[config.mk]
export PLATFORM = sky130hd
export DESIGN_NAME = burst_col_seq
export DESIGN_NICKNAME = d
export VERILOG_FILES = /design/src/rtl/bcs_pkg.sv /design/src/rtl/bcs_mode_reg.sv /design/src/rtl/bcs_beat_ctrl.sv /design/src/rtl/bcs_col_gen.sv /design/src/rtl/burst_col_seq.sv
export SDC_FILE = /design/constraint.sdc
export NUM_CORES = 1
export LEC_CHECK = 0
export ABC_AREA = 1
export CORE_MARGIN = 5
export CORE_UTILIZATION = 50
export CTS_CLUSTER_DIAMETER = 100
export DETAILED_ROUTE_END_ITERATION = 10
export DONT_BUFFER_PORTS = 1
export GPL_TIMING_DRIVEN = 1
export PLACE_DENSITY = 0.68
export SLEW_MARGIN = 15
export SYNTH_ARGS = -nofsm -noshare
export SYNTH_HDL_FRONTEND = slang
export SYNTH_SLANG_ARGS = --single-unit
[constraint.sdc]
create_clock -name clk -period 1.8 [get_ports clk]
set_clock_uncertainty 0.2 [all_clocks]
set_input_delay 0.27 -clock clk [delete_from_list [all_inputs] [get_ports clk]]
set_output_delay 0.27 -clock clk [all_outputs]
set_load 0.005 [all_outputs]
[src/rtl/bcs_pkg.sv]
// Package: shared mode-word layout and decode for the burst column sequencer.
// Assumes a 5-bit mode word: [2:0] length code, [3] interleave, [4] write single.
package bcs_pkg;

    localparam int MODE_W = 5;

    // Decoded burst settings held by the mode register and by each burst.
    typedef struct packed {
        logic       full;       // open-ended page burst
        logic [1:0] len_log;    // log2 of fixed burst length
        logic       ilv;        // interleaved ordering
        logic       wr_single;  // writes are one beat
    } bcs_mode_t;

    // Turn the raw mode word into burst settings; reserved codes act as one beat.
    function automatic bcs_mode_t decode_mode(input logic [MODE_W-1:0] w);
        bcs_mode_t m;
        m.wr_single = w[4];
        m.ilv       = w[3];
        m.full      = 1'b0;
        m.len_log   = 2'd0;
        case (w[2:0])
            3'b001:  m.len_log = 2'd1;
            3'b010:  m.len_log = 2'd2;
            3'b011:  m.len_log = 2'd3;
            3'b111:  m.full    = 1'b1;
            default: m.len_log = 2'd0;
        endcase
        return m;
    endfunction

    // Index of the final beat for a fixed burst of 2**len_log beats.
    function automatic logic [3:0] beat_limit(input logic [1:0] len_log);
        return (4'd1 << len_log) - 4'd1;
    endfunction

endpackage

[src/rtl/bcs_mode_reg.sv]
// Module: mode register. Holds the decoded mode word; loads on mode_we.
// Assumes synchronous active-low reset; reset mode is one-beat sequential.
module bcs_mode_reg
    import bcs_pkg::*;
(
    input  logic              clk,
    input  logic              rst_n,
    input  logic              mode_we,
    input  logic [MODE_W-1:0] mode_in,
    output bcs_mode_t         mode_q
);

    // Capture decoded settings whenever software loads a new word.
    always_ff @(posedge clk) begin
        if (!rst_n) begin
            mode_q <= '0;
        end else if (mode_we) begin
            mode_q <= decode_mode(mode_in);
        end
    end

endmodule

[src/rtl/bcs_beat_ctrl.sv]
// Module: burst beat controller. Starts a burst on each command, counts
// beats, ends fixed bursts after the last beat and full-page bursts on stop.
// Assumes COL_W >= 4 so the beat counter can hold the fixed-burst limit.
module bcs_beat_ctrl
    import bcs_pkg::*;
#(
    parameter int COL_W = 8
) (
    input  logic             clk,
    input  logic             rst_n,
    input  bcs_mode_t        mode_q,
    input  logic             cmd_valid,
    input  logic             cmd_write,
    input  logic [COL_W-1:0] cmd_col,
    input  logic             stop_req,
    output logic             active,
    output logic             last,
    output logic [COL_W-1:0] base,
    output logic [COL_W-1:0] cnt,
    output logic [1:0]       len_log,
    output logic             full,
    output logic             ilv
);

    logic             single;
    logic             eff_full;
    logic [1:0]       eff_len;
    logic [COL_W-1:0] cnt_nxt;

    // Settings the next burst would use, with write-single folded in.
    always_comb begin
        single   = cmd_write & mode_q.wr_single;
        eff_full = mode_q.full & ~single;
        eff_len  = single ? 2'd0 : mode_q.len_log;
        cnt_nxt  = cnt + COL_W'(1);
    end

    // Burst state: start, advance, finish.
    always_ff @(posedge clk) begin
        if (!rst_n) begin
            active  <= 1'b0;
            last    <= 1'b0;
            base    <= '0;
            cnt     <= '0;
            len_log <= 2'd0;
            full    <= 1'b0;
            ilv     <= 1'b0;
        end else if (cmd_valid) begin
            active  <= 1'b1;
            base    <= cmd_col;
            cnt     <= '0;
            full    <= eff_full;
            len_log <= eff_len;
            ilv     <= mode_q.ilv & ~eff_full;
            last    <= ~eff_full && (eff_len == 2'd0);
        end else if (active) begin
            if ((stop_req && full) || last) begin
                active <= 1'b0;
                last   <= 1'b0;
            end else begin
                cnt  <= cnt_nxt;
                last <= ~full && (cnt_nxt == COL_W'(beat_limit(len_log)));
            end
        end
    end

endmodule

[src/rtl/bcs_col_gen.sv]
// Module: column generator. Combines the burst start column with the beat
// count, by addition or XOR, inside the aligned block of the burst length.
// Assumes cnt stays below the burst length for fixed bursts.
module bcs_col_gen #(
    parameter int COL_W = 8
) (
    input  logic [COL_W-1:0] base,
    input  logic [COL_W-1:0] cnt,
    input  logic [1:0]       len_log,
    input  logic             full,
    input  logic             ilv,
    output logic [COL_W-1:0] col
);

    logic [COL_W-1:0] mask;
    logic [COL_W-1:0] offs;

    // One mask bit per column bit: set when the bit belongs to the wrap field.
    for (genvar i = 0; i < COL_W; i++) begin : g_mask
        assign mask[i] = full || (i < int'(len_log));
    end

    // Form the column: fixed upper bits, counted lower bits.
    always_comb begin
        offs = ilv ? (base ^ cnt) : (base + cnt);
        col  = (base & ~mask) | (offs & mask);
    end

endmodule

[src/rtl/burst_col_seq.sv]
// Module: SDRAM burst column address sequencer (top).
// Emits one column per clock for each read/write burst; supports fixed
// lengths 1/2/4/8, full-page with stop, interrupts, and single-beat writes.
// Assumes synchronous active-low reset and one command per clock at most.
module burst_col_seq
    import bcs_pkg::*;
#(
    parameter int COL_W = 8
) (
    input  logic              clk,
    input  logic              rst_n,
    input  logic              mode_we,
    input  logic [MODE_W-1:0] mode_in,
    input  logic              cmd_valid,
    input  logic              cmd_write,
    input  logic [COL_W-1:0]  cmd_col,
    input  logic              stop_req,
    output logic [COL_W-1:0]  col_out,
    output logic              col_valid,
    output logic              col_last
);

    bcs_mode_t        mode_q;
    logic             active;
    logic             last;
    logic [COL_W-1:0] base;
    logic [COL_W-1:0] cnt;
    logic [1:0]       len_log;
    logic             full;
    logic             ilv;
    logic [COL_W-1:0] col;

    bcs_mode_reg u_mode (
        .clk     (clk),
        .rst_n   (rst_n),
        .mode_we (mode_we),
        .mode_in (mode_in),
        .mode_q  (mode_q)
    );

    bcs_beat_ctrl #(.COL_W(COL_W)) u_ctrl (
        .clk       (clk),
        .rst_n     (rst_n),
        .mode_q    (mode_q),
        .cmd_valid (cmd_valid),
        .cmd_write (cmd_write),
        .cmd_col   (cmd_col),
        .stop_req  (stop_req),
        .active    (active),
        .last      (last),
        .base      (base),
        .cnt       (cnt),
        .len_log   (len_log),
        .full      (full),
        .ilv       (ilv)
    );

    bcs_col_gen #(.COL_W(COL_W)) u_gen (
        .base    (base),
        .cnt     (cnt),
        .len_log (len_log),
        .full    (full),
        .ilv     (ilv),
        .col     (col)
    );

    // Drive outputs; column reads as zero while idle.
    always_comb begin
        col_valid = active;
        col_last  = active & last;
        col_out   = active ? col : '0;
    end

endmodule

==> flow_summary.yaml <==
final_layout:
  stdcell_area_sq_um: 2330
  layout.nets: 335
  final_common_cell: "sky130_fd_sc_hd__nand2_1"
  drive_above_1_share: 0.235
  area.growth.synth_to_final_pct: 40.1
  most-common-layout-cells: "64 x sky130_fd_sc_hd__nand2_1, 33 x sky130_fd_sc_hd__inv_1, 27 x sky130_fd_sc_hd__buf_4"
  insertedDiodeCount: 0
  final.fill_count: 265
setup_path:
  rr_startpoint: "u_ctrl.cnt[0]$_SDFFE_PP0P_"
  launching_instance_or_port_of_the_critical_path: "u_ctrl.cnt[0]$_SDFFE_PP0P_"
  crit_path_arrival_time_ns: 1.78
  crit_path_start_kind: "flop"
  end_kind: "output port"
  top_fanout_value_on_the_critical_path: 3
  criticalPathCategory: "flop to output port"
  crit_required_ns: 1.33
synthesis:
  synth-warning-count: 0
  synthCells: 257
  synthAdderAreaFrac: 0.0722
  seq_area_frac_synth: 0.325
  synth_compound_area_frac: 0.166
  xor_xnor_share_of_the_synthesized_area: 0.00526
  post_synth_and_or_nand_nor_area_fraction: 0.339
  synth_mux_area_frac: 0
  ys_seq_elements: 27
  synthDistinctLibCells: 29
  syn-cell-area_sq_um: 1660
  synth_nets: 285
  syn_avg_cell_area_sq_um: 6.48
  synth_top_family_by_area: "simple AND/OR/NAND/NOR gates"
timing:
  setup_ws_ns: -0.451
  final-setup-viol-count: 7
  holdWs_ns: 0.0148
  achievable-frequency_ghz: 0.444
  fin_crit_ns: 2.25
  tightestPinTransition_ns: 0.564
  timing_max_transition_violations_final: 0
  grt_setup_unrepaired: "yes"
  min_period_over_period: 1.25
  timing.max_slew.rel_slack: 0.624
  hold_viol: 0
power_and_ir_drop:
  pwr_density_cell_nw_per_um2: 539
  static-leakage-power_nw: 1.09
  peakVddDrop_mv: 0.402
detailed_routing:
  vias_per_cell: 5.21
  drc_violations: 0
  detail_route.iter0.violations: 63
  route.antenna.remaining_nets: 0
  final_routed_wire_length_divided_by_cell_count_microns: 13.1
  number_of_iterations_in_the_first_detailed_routing_pass: 4
  drt-total-wl_microns: 4630
  routed-via-count: 1834
floorplan:
  core.rowCount: 21
  fp.dieArea_sq_um: 4580
  die_height_microns: 67.7
  core_area_sq_um: 3280
  ioPinCount: 29
  floorplan.initialDensity: 0.507
  die-width_microns: 67.7
clock_tree:
  number_of_buffers_created_by_cts: 3
  htreeDepth: 1
  tritoncts: "yes"
  insertion_delay_ns: 0.34
  clk_pin_slew_ns: 0.15
  clock_tree.buffer_depth: 2
  root_buffer: "sky130_fd_sc_hd__clkbuf_4"
  cts.sinks: 27
place:
  port-buffer-count: 0
  dp_hpwl_microns: 3230
  finalWeightedCongestion: 0.895
  placed_cell_area_sq_um: 1920
global_route:
  grt_pass1_vias: 1602
  gr-total-overflow: 0
  grt_util_all_layers: 0.208
  grt_start_max_net_pins: 17
  grt_pass1_wl_microns: 7200
  grt_antenna_before_repair: 0
min_path:
  hold_path_startpoint: "cmd_write"
  hold_path_class: "input port to flop"
status:
  failing_checks: "negative setup slack"
  outcome: "finished, violations left"
job:
  maxCapViolations: 0
sequential cells by signal (all words and copies together), names as in the netlist:
| signal | flops |
|---|---|
| u_ctrl.active | 1 |
| u_ctrl.base | 8 |
| u_ctrl.cnt | 8 |
| u_ctrl.full | 1 |
| u_ctrl.ilv | 1 |
| u_ctrl.last | 1 |
| u_ctrl.len_log | 2 |
| u_mode.mode_q | 5 |
power breakdown:
group	total [W]	internal, W	switching [W]
logic	0.000310	0.000150	0.000160
registers	0.000662	0.000631	0.0000308
clock network	0.000286	0.0000854	0.000200
worst max-delay path: stages, from the launching register on:
cell                       delay, ns
sky130_fd_sc_hd__dfxtp_2        0.37
sky130_fd_sc_hd__ha_4           0.16
sky130_fd_sc_hd__fa_2           0.36
sky130_fd_sc_hd__nand4_1        0.10
sky130_fd_sc_hd__o211ai_1       0.11
sky130_fd_sc_hd__a21oi_1        0.15
sky130_fd_sc_hd__nor2_1         0.06
sky130_fd_sc_hd__nor2_1         0.13
final cells by class:
| cell class | count | area, sq um | area share |
|---|---|---|---|
| well taps | 46 | 57.6 | 0.0247 |
| clock inverters | 1 | 7.51 | 0.00322 |
| clock buffers | 3 | 22.5 | 0.00966 |
| flip-flops and latches | 27 | 558 | 0.239 |
| repair buffers | 49 | 432 | 0.185 |
| multi-input cells | 190 | 1120 | 0.480 |
| inverters | 36 | 135 | 0.0580 |
logic make-up (layout without fill, tap and decap cells):
group	after synthesis	in the layout
AOI/OAI and AO/OA	48	48
xor gates and xnor gates	1	1
adders and majority gates	9	9
buffers and inverters	40	89
DFF	27	27
and+or+nand+nor	132	132
routing by layer:
metal | vias up | global-route usage | share of wire
met4 | 0 | 0.0734 | 0.011
met5 | - | 0 | 0
li1 | 948 | - | -
met3 | 4 | 0.0300 | 0.041
met1 | 844 | 0.261 | 0.45
met2 | 38 | 0.358 | 0.50
stage by stage:
step / total power, W / setup WS (ns) / util / std cells / setup TNS [ns]
detailed placement: 0.000900 / -0.0834 / 0.584 / 324 / -0.261
CTS: 0.00124 / -0.442 / 0.683 / 349 / -5.09
finish: 0.00126 / -0.451 / 0.710 / 352 / -2.92
global route: 0.00133 / -0.557 / 0.710 / 352 / -3.50
floorplan: 0.000818 / -0.00323 / - / 257 / -0.00323
global placement: 0.000898 / -0.0626 / 0.584 / 324 / -0.208
synth_stat cells (all sizes together):
| cell | instances | area [sq um] |
|---|---|---|
| clkbuf | 3 | 11.3 |
| o21bai | 1 | 7.51 |
| or2 | 1 | 6.26 |
| clkinv | 1 | 3.75 |
| xnor2 | 1 | 8.76 |
| nand2 | 66 | 250 |
| o21ai | 18 | 93.8 |
| a211oi | 1 | 7.51 |
| a21oi | 16 | 80.1 |
| nor3 | 3 | 15.0 |
| a31oi | 1 | 6.26 |
| a221oi | 1 | 8.76 |
| o211ai | 6 | 45.0 |
| ha | 8 | 100 |
| a311oi | 1 | 8.76 |
| o22ai | 3 | 18.8 |
| nand4 | 5 | 31.3 |
| buf | 1 | 7.51 |
| fa | 1 | 20.0 |
| nor2 | 33 | 131 |
| nand3 | 24 | 130 |
| inv | 35 | 131 |
| dfxtp | 27 | 541 |
repair_timing:
action	4_1_cts	5_1_grt
endpoints found under the setup margin	8	30
hold buffers	21	0
pin swaps	1	6
hold endpoints to repair	25	0
buffers inserted	0	3
resized for setup	15	21
worst paths after layout:
check	end	slack, ns	cells after the start
setup / recovery	col_out[6]	-0.45	7
hold / removal	u_ctrl.len_log[1]$_SDFFE_PN0P_	0.01	3
setup reg to reg	u_ctrl.last$_SDFFE_PN0P_	0.12	10
hold reg to reg	u_ctrl.base[7]$_SDFFE_PN0P_	0.30	2
Note: power is estimated with default switching activity, not from simulation.
